===== src/rtl/aqr_pkg.sv =====
package aqr_pkg;

  typedef enum logic [1:0] {
    OP_DATA = 2'd0,
    OP_ACQ  = 2'd1,
    OP_REL  = 2'd2,
    OP_SYNC = 2'd3
  } op_kind_e;

  typedef enum logic {
    ORD_RC = 1'b0,
    ORD_WO = 1'b1
  } ord_mode_e;

  // Operation must wait for every older access to finish before leaving.
  function automatic logic must_drain(ord_mode_e m, op_kind_e k);
    if (m == ORD_WO) return k != OP_DATA;
    return (k == OP_REL) || (k == OP_SYNC);
  endfunction

  // Operation holds every younger access until its own completion.
  function automatic logic sets_fence(ord_mode_e m, op_kind_e k);
    if (m == ORD_WO) return k != OP_DATA;
    return (k == OP_ACQ) || (k == OP_SYNC);
  endfunction

endpackage


===== src/rtl/aqr_slot_table.sv =====
module aqr_slot_table #(
  parameter int ID_W  = 3,
  localparam int SLOTS = 1 << ID_W,
  localparam int CNT_W = ID_W + 1
) (
  input  logic             clk,
  input  logic             rst_n,
  input  logic             set_en,
  input  logic [ID_W-1:0]  set_id,
  input  logic             clr_en,
  input  logic [ID_W-1:0]  clr_id,
  output logic [SLOTS-1:0] busy,
  output logic             free_any,
  output logic [ID_W-1:0]  free_id,
  output logic [CNT_W-1:0] count
);

  function automatic logic [ID_W-1:0] lowest_clear(logic [SLOTS-1:0] v);
    logic [ID_W-1:0] r;
    r = '0;
    for (int i = SLOTS - 1; i >= 0; i--) begin
      if (!v[i]) r = ID_W'(i);
    end
    return r;
  endfunction

  function automatic logic [CNT_W-1:0] ones(logic [SLOTS-1:0] v);
    logic [CNT_W-1:0] n;
    n = '0;
    for (int i = 0; i < SLOTS; i++) n = n + CNT_W'(v[i]);
    return n;
  endfunction

  logic [SLOTS-1:0] set_mask, clr_mask;

  always_comb begin
    set_mask = '0;
    clr_mask = '0;
    if (set_en) set_mask[set_id] = 1'b1;
    if (clr_en) clr_mask[clr_id] = 1'b1;
  end

  always_ff @(posedge clk) begin
    if (!rst_n) busy <= '0;
    else        busy <= (busy & ~clr_mask) | set_mask;
  end

  assign free_any = ~&busy;
  assign free_id  = lowest_clear(busy);
  assign count    = ones(busy);

endmodule


===== src/rtl/aqr_fence_reg.sv =====
module aqr_fence_reg #(
  parameter int ID_W = 3
) (
  input  logic            clk,
  input  logic            rst_n,
  input  logic            arm,
  input  logic [ID_W-1:0] arm_id,
  input  logic            cpl_valid,
  input  logic [ID_W-1:0] cpl_id,
  output logic            fence_on,
  output logic [ID_W-1:0] fence_id
);

  logic release_hit;
  assign release_hit = fence_on && cpl_valid && (cpl_id == fence_id);

  always_ff @(posedge clk) begin
    if (!rst_n) begin
      fence_on <= 1'b0;
      fence_id <= '0;
    end else if (arm) begin
      fence_on <= 1'b1;
      fence_id <= arm_id;
    end else if (release_hit) begin
      fence_on <= 1'b0;
    end
  end

endmodule


===== src/rtl/aqr_order_rules.sv =====
module aqr_order_rules
  import aqr_pkg::*;
#(
  parameter int ID_W  = 3,
  localparam int CNT_W = ID_W + 1
) (
  input  ord_mode_e        mode,
  input  op_kind_e         kind,
  input  logic             fence_on,
  input  logic             free_any,
  input  logic [CNT_W-1:0] count,
  output logic             hold_fence,
  output logic             hold_drain,
  output logic             hold_full,
  output logic             gate_ok,
  output logic             arms_fence
);

  assign hold_fence = fence_on;
  assign hold_drain = must_drain(mode, kind) && (count != '0);
  assign hold_full  = !free_any;
  assign gate_ok    = !(hold_fence || hold_drain || hold_full);
  assign arms_fence = sets_fence(mode, kind);

endmodule


===== src/rtl/acqrel_issue_gate.sv =====
module acqrel_issue_gate
  import aqr_pkg::*;
#(
  parameter int ID_W  = 3,
  localparam int SLOTS = 1 << ID_W,
  localparam int CNT_W = ID_W + 1
) (
  input  logic             clk,
  input  logic             rst_n,
  input  logic             ord_mode_i,
  input  logic             op_valid_i,
  input  logic [1:0]       op_kind_i,
  output logic             op_ready_o,
  output logic             mem_valid_o,
  output logic [ID_W-1:0]  mem_id_o,
  input  logic             mem_ready_i,
  input  logic             cpl_valid_i,
  input  logic [ID_W-1:0]  cpl_id_i,
  output logic [CNT_W-1:0] out_count_o,
  output logic             gate_blocked_o
);

  ord_mode_e        mode;
  op_kind_e         kind;
  logic [SLOTS-1:0] busy;
  logic             free_any;
  logic [ID_W-1:0]  free_id;
  logic [CNT_W-1:0] count;
  logic             fence_on;
  logic [ID_W-1:0]  fence_id;
  logic             hold_fence, hold_drain, hold_full;
  logic             gate_ok, arms_fence;
  logic             issue_fire;

  assign mode = ord_mode_e'(ord_mode_i);
  assign kind = op_kind_e'(op_kind_i);

  aqr_slot_table #(.ID_W(ID_W)) u_slots (
    .clk      (clk),
    .rst_n    (rst_n),
    .set_en   (issue_fire),
    .set_id   (free_id),
    .clr_en   (cpl_valid_i),
    .clr_id   (cpl_id_i),
    .busy     (busy),
    .free_any (free_any),
    .free_id  (free_id),
    .count    (count)
  );

  aqr_order_rules #(.ID_W(ID_W)) u_rules (
    .mode       (mode),
    .kind       (kind),
    .fence_on   (fence_on),
    .free_any   (free_any),
    .count      (count),
    .hold_fence (hold_fence),
    .hold_drain (hold_drain),
    .hold_full  (hold_full),
    .gate_ok    (gate_ok),
    .arms_fence (arms_fence)
  );

  aqr_fence_reg #(.ID_W(ID_W)) u_fence (
    .clk       (clk),
    .rst_n     (rst_n),
    .arm       (issue_fire && arms_fence),
    .arm_id    (free_id),
    .cpl_valid (cpl_valid_i),
    .cpl_id    (cpl_id_i),
    .fence_on  (fence_on),
    .fence_id  (fence_id)
  );

  assign op_ready_o     = gate_ok && mem_ready_i;
  assign mem_valid_o    = op_valid_i && gate_ok;
  assign mem_id_o       = free_id;
  assign issue_fire     = op_valid_i && op_ready_o;
  assign out_count_o    = count;
  assign gate_blocked_o = op_valid_i && !gate_ok;

endmodule


===== config.mk =====
export PLATFORM = sky130hd
export DESIGN_NAME = acqrel_issue_gate
export DESIGN_NICKNAME = d
export VERILOG_FILES = /design/src/rtl/aqr_pkg.sv /design/src/rtl/aqr_slot_table.sv /design/src/rtl/aqr_fence_reg.sv /design/src/rtl/aqr_order_rules.sv /design/src/rtl/acqrel_issue_gate.sv
export SDC_FILE = /design/constraint.sdc
export NUM_CORES = 1
export LEC_CHECK = 0
export ABC_CLOCK_PERIOD_IN_PS = 5700
export BUFFER_PORTS_ARGS = -buffer_cell sky130_fd_sc_hd__buf_2
export CORE_UTILIZATION = 45
export CTS_CLUSTER_DIAMETER = 50
export CTS_CLUSTER_SIZE = 14
export DETAILED_ROUTE_END_ITERATION = 6
export PLACE_DENSITY_LB_ADDON = 0.05
export SLEW_MARGIN = 30
export SYNTH_ARGS = -nofsm -noshare
export SYNTH_HDL_FRONTEND = slang
export SYNTH_SLANG_ARGS = --single-unit

===== constraint.sdc =====
create_clock -name clk -period 5.7 [get_ports clk]
set_input_delay 1.14 -clock clk [delete_from_list [all_inputs] [get_ports clk]]
set_output_delay 1.14 -clock clk [all_outputs]
set_load 0.03 [all_outputs]

==> qor.yml <==
status: "finished clean"
numPortBuffers: 20
yosys-top-cells-area: "dfxtp_1 (26%), fa_1 (8.5%), inv_1 (4.8%)"
fp.dieW_um: 47.7
yosysWarningCount: 0
setup_ws_ns: 0.586
postCtsSetupRepairBufs: 0
n_antenna_cell: 0
fill_cells: 212
power_density_nw_per_um2: 184
antenna_found_initial: 0
p_leak_nw: 0.460
synth_top_cell_by_area: "dfxtp_1"
cts.clk_slew.worst_paths_ns: 0.08
synthMuxAreaShare_pct: 1.07
core_area_sq_um: 1960
synth-edff-count: 0
hold_path_class: "reg -> reg"
synth_seq_cells: 12
avgSynthCellArea_sq_um: 9.12
viasPerCell: 5.56
cts_resized: 0
hold_viol: 0
max-cap-violations: 0
holdBufCountCts: 0
netlist_area_sq_um: 940
worstHoldEndpoint: "u_fence.fence_id[1]"
ir_worst_vdd_v: 0.000127
max_freq_mhz: 196
vias: 845
final.setup.tns_ns: 0
synth_top_family_by_area: "compound AO/OA/AOI/OAI gates"
drive_above_1_share_pct: 26.4
cp.required_ns: 4.56
grt_first_pass_wirelength_mm: 3.24
grt_setup_unrepaired: "false"
postSynthCellCount: 103
multi_input_area_sq_um: 634
pre_cts_ws_ns: 0.862
critical_path.max_fanout: 8
top_usage_layer: "met2"
async_reset_ff_share_pct: 0
yosys.area.top_type_share_pct: 25.6
fin_cells: 152
numCtsBuffers: 3
area_delta_synth_final_pct: 16.0
start_util_pct: 47.9
grt.total_usage_pct: 20.8
htree_levels: 1
pin_count: 21
whs_path_depth: 2
root_buffer: "clkbuf_4"
worst_slew_pin_slew_ns: 0.437
holdCritStartpoint: "u_fence.fence_id[1]"
grt_max_degree: 17
dp.cells: 148
dieArea_sq_um: 2270
grt_pass1_vias: 712
synth.distinct_cells: 40
clock_path_buffers: 2
r2r-start: "u_slots.busy[0]"
seq_area_sq_um: 240
dp_hpwl_mm: 1.64
drt_drc_violations_left: 0
overflow: 0
fp.dieH_um: 47.7
cts.sinks: 12
finalWirelength_mm: 2.03
use_met1_pct: 28.5
timing.rr.end: "u_fence.fence_id[1]"
start_kind: "flip-flop"
synthAdderAreaFrac_pct: 12.5
fin_nets: 144
rows: 16
synthSimpleGateAreaFrac_pct: 21.2
drt_iter0_drc: 4
setup_violations: 0
max_slew_margin_pct: 70.8
cts_tree: "yes"
wl_per_cell_um: 13.4
crit_type: "reg -> out"
synth-main-ff-cell: "dfxtp_1"
firstDrtPassIters: 4
slew_viol_final: 0
seq_area_frac_synth_pct: 25.6
rr_worst_depth: 11
rrSetupSlack_ns: 1.91
clock_skew_ns: 0.00328
arrival_ns: 3.97
fin_crit_ns: 5.11
post-route-period-util_pct: 89.7
synth_nets: 121
met2_usage_pct: 31.6
synth_compound_area_share_pct: 29.0
end_kind: "primary output"
met3_usage_pct: 6.79
synth_xor_area_share_pct: 3.73
clock_latency_ns: 0.29
place_congestion: 0.835
antenna_left: 0
synth.top_cells.by_count: "dfxtp_1 (12), inv_1 (12), nand2_1 (10)"
placed cells by master, fill, tap and decap left out, types with 2 or more instances in the layout:
master	n
and3_2	2
nand2b_1	4
nand2_1	10
xnor2_1	3
buf_2	20
dfxtp_1	12
fa_1	4
clkbuf_4	3
a31o_1	2
and2_1	2
inv_1	12
o21ai_0	3
a41oi_1	2
o311ai_0	2
o211ai_1	6
a21oi_1	4
o31ai_1	4
nor2_1	4
a31oi_1	2
ha_1	3
cells by family (layout without fill, tap and decap cells):
logic type,after synthesis,count (layout)
simple gates,32,32
compound gates,33,33
flops,12,12
mux,1,1
xor+xnor,4,4
buf+inv,14,36
fa+ha+maj,7,7
worst max-delay path, stage by stage (launching register included):
cell and delay (ns):
dfxtp_1 0.47, ha_1 0.28, inv_1 0.07, fa_1 0.42, fa_1 0.48, inv_1 0.05, fa_1 0.42, fa_1 0.54
nor4bb_1 0.31, a211o_2 0.26, and3_2 0.19, buf_2 0.19
worst max path at each step:
stage | endpoint | slack (ns) | depth (start not counted) | startpoint
2_1_floorplan | gate_blocked_o | 0.50 | 10 | u_slots.busy[1]
3_3_place_gp | op_ready_o | 0.99 | 11 | u_slots.busy[0]
3_5_place_dp | op_ready_o | 0.86 | 11 | u_slots.busy[1]
4_1_cts | op_ready_o | 0.54 | 11 | u_slots.busy[0]
5_1_grt | op_ready_o | 0.34 | 11 | u_slots.busy[0]
6_report | op_ready_o | 0.59 | 11 | u_slots.busy[0]
registers in the layout (all words and copies together) (netlist names):
| signal | cells |
|---|---|
| u_slots.busy | 8 |
| u_fence.fence_id | 3 |
| u_fence.fence_on | 1 |
per-layer routing:
| metal | up-vias | wire length (um) |
|---|---|---|
| met5 | - | 0 |
| met2 | 15 | 984 |
| met1 | 403 | 960 |
| met4 | 0 | 15 |
| li1 | 425 | - |
| met3 | 2 | 70 |
per-stage QoR:
step / cell area [sq um] / hold slack (ns) / utilization, % / total power, mW
global placement: 1050 / 0.458 / 53.7 / 0.130
detailed placement: 1050 / 0.467 / 53.7 / 0.131
floorplan: 940 / 0.447 / - / 0.118
CTS: 1090 / 0.479 / 55.5 / 0.202
global route: 1090 / 0.529 / 55.5 / 0.210
finish: 1090 / 0.474 / 55.5 / 0.200
power breakdown:
group	internal [mW]	total (mW)	switching [mW]
Clock	0.0390	0.0711	0.0321
Sequential	0.0854	0.0879	0.00253
Combinational	0.0150	0.0412	0.0261
layout make-up:
cell class	count	area share, %
Multi-Input combinational cell	77	58.2
Sequential cell	12	22.0
Timing Repair Buffer	20	9.18
Inverter	12	4.13
Clock buffer	4	3.33
Tap cell	27	3.10
No activity file was read; power rests on OpenSTA's default activity.
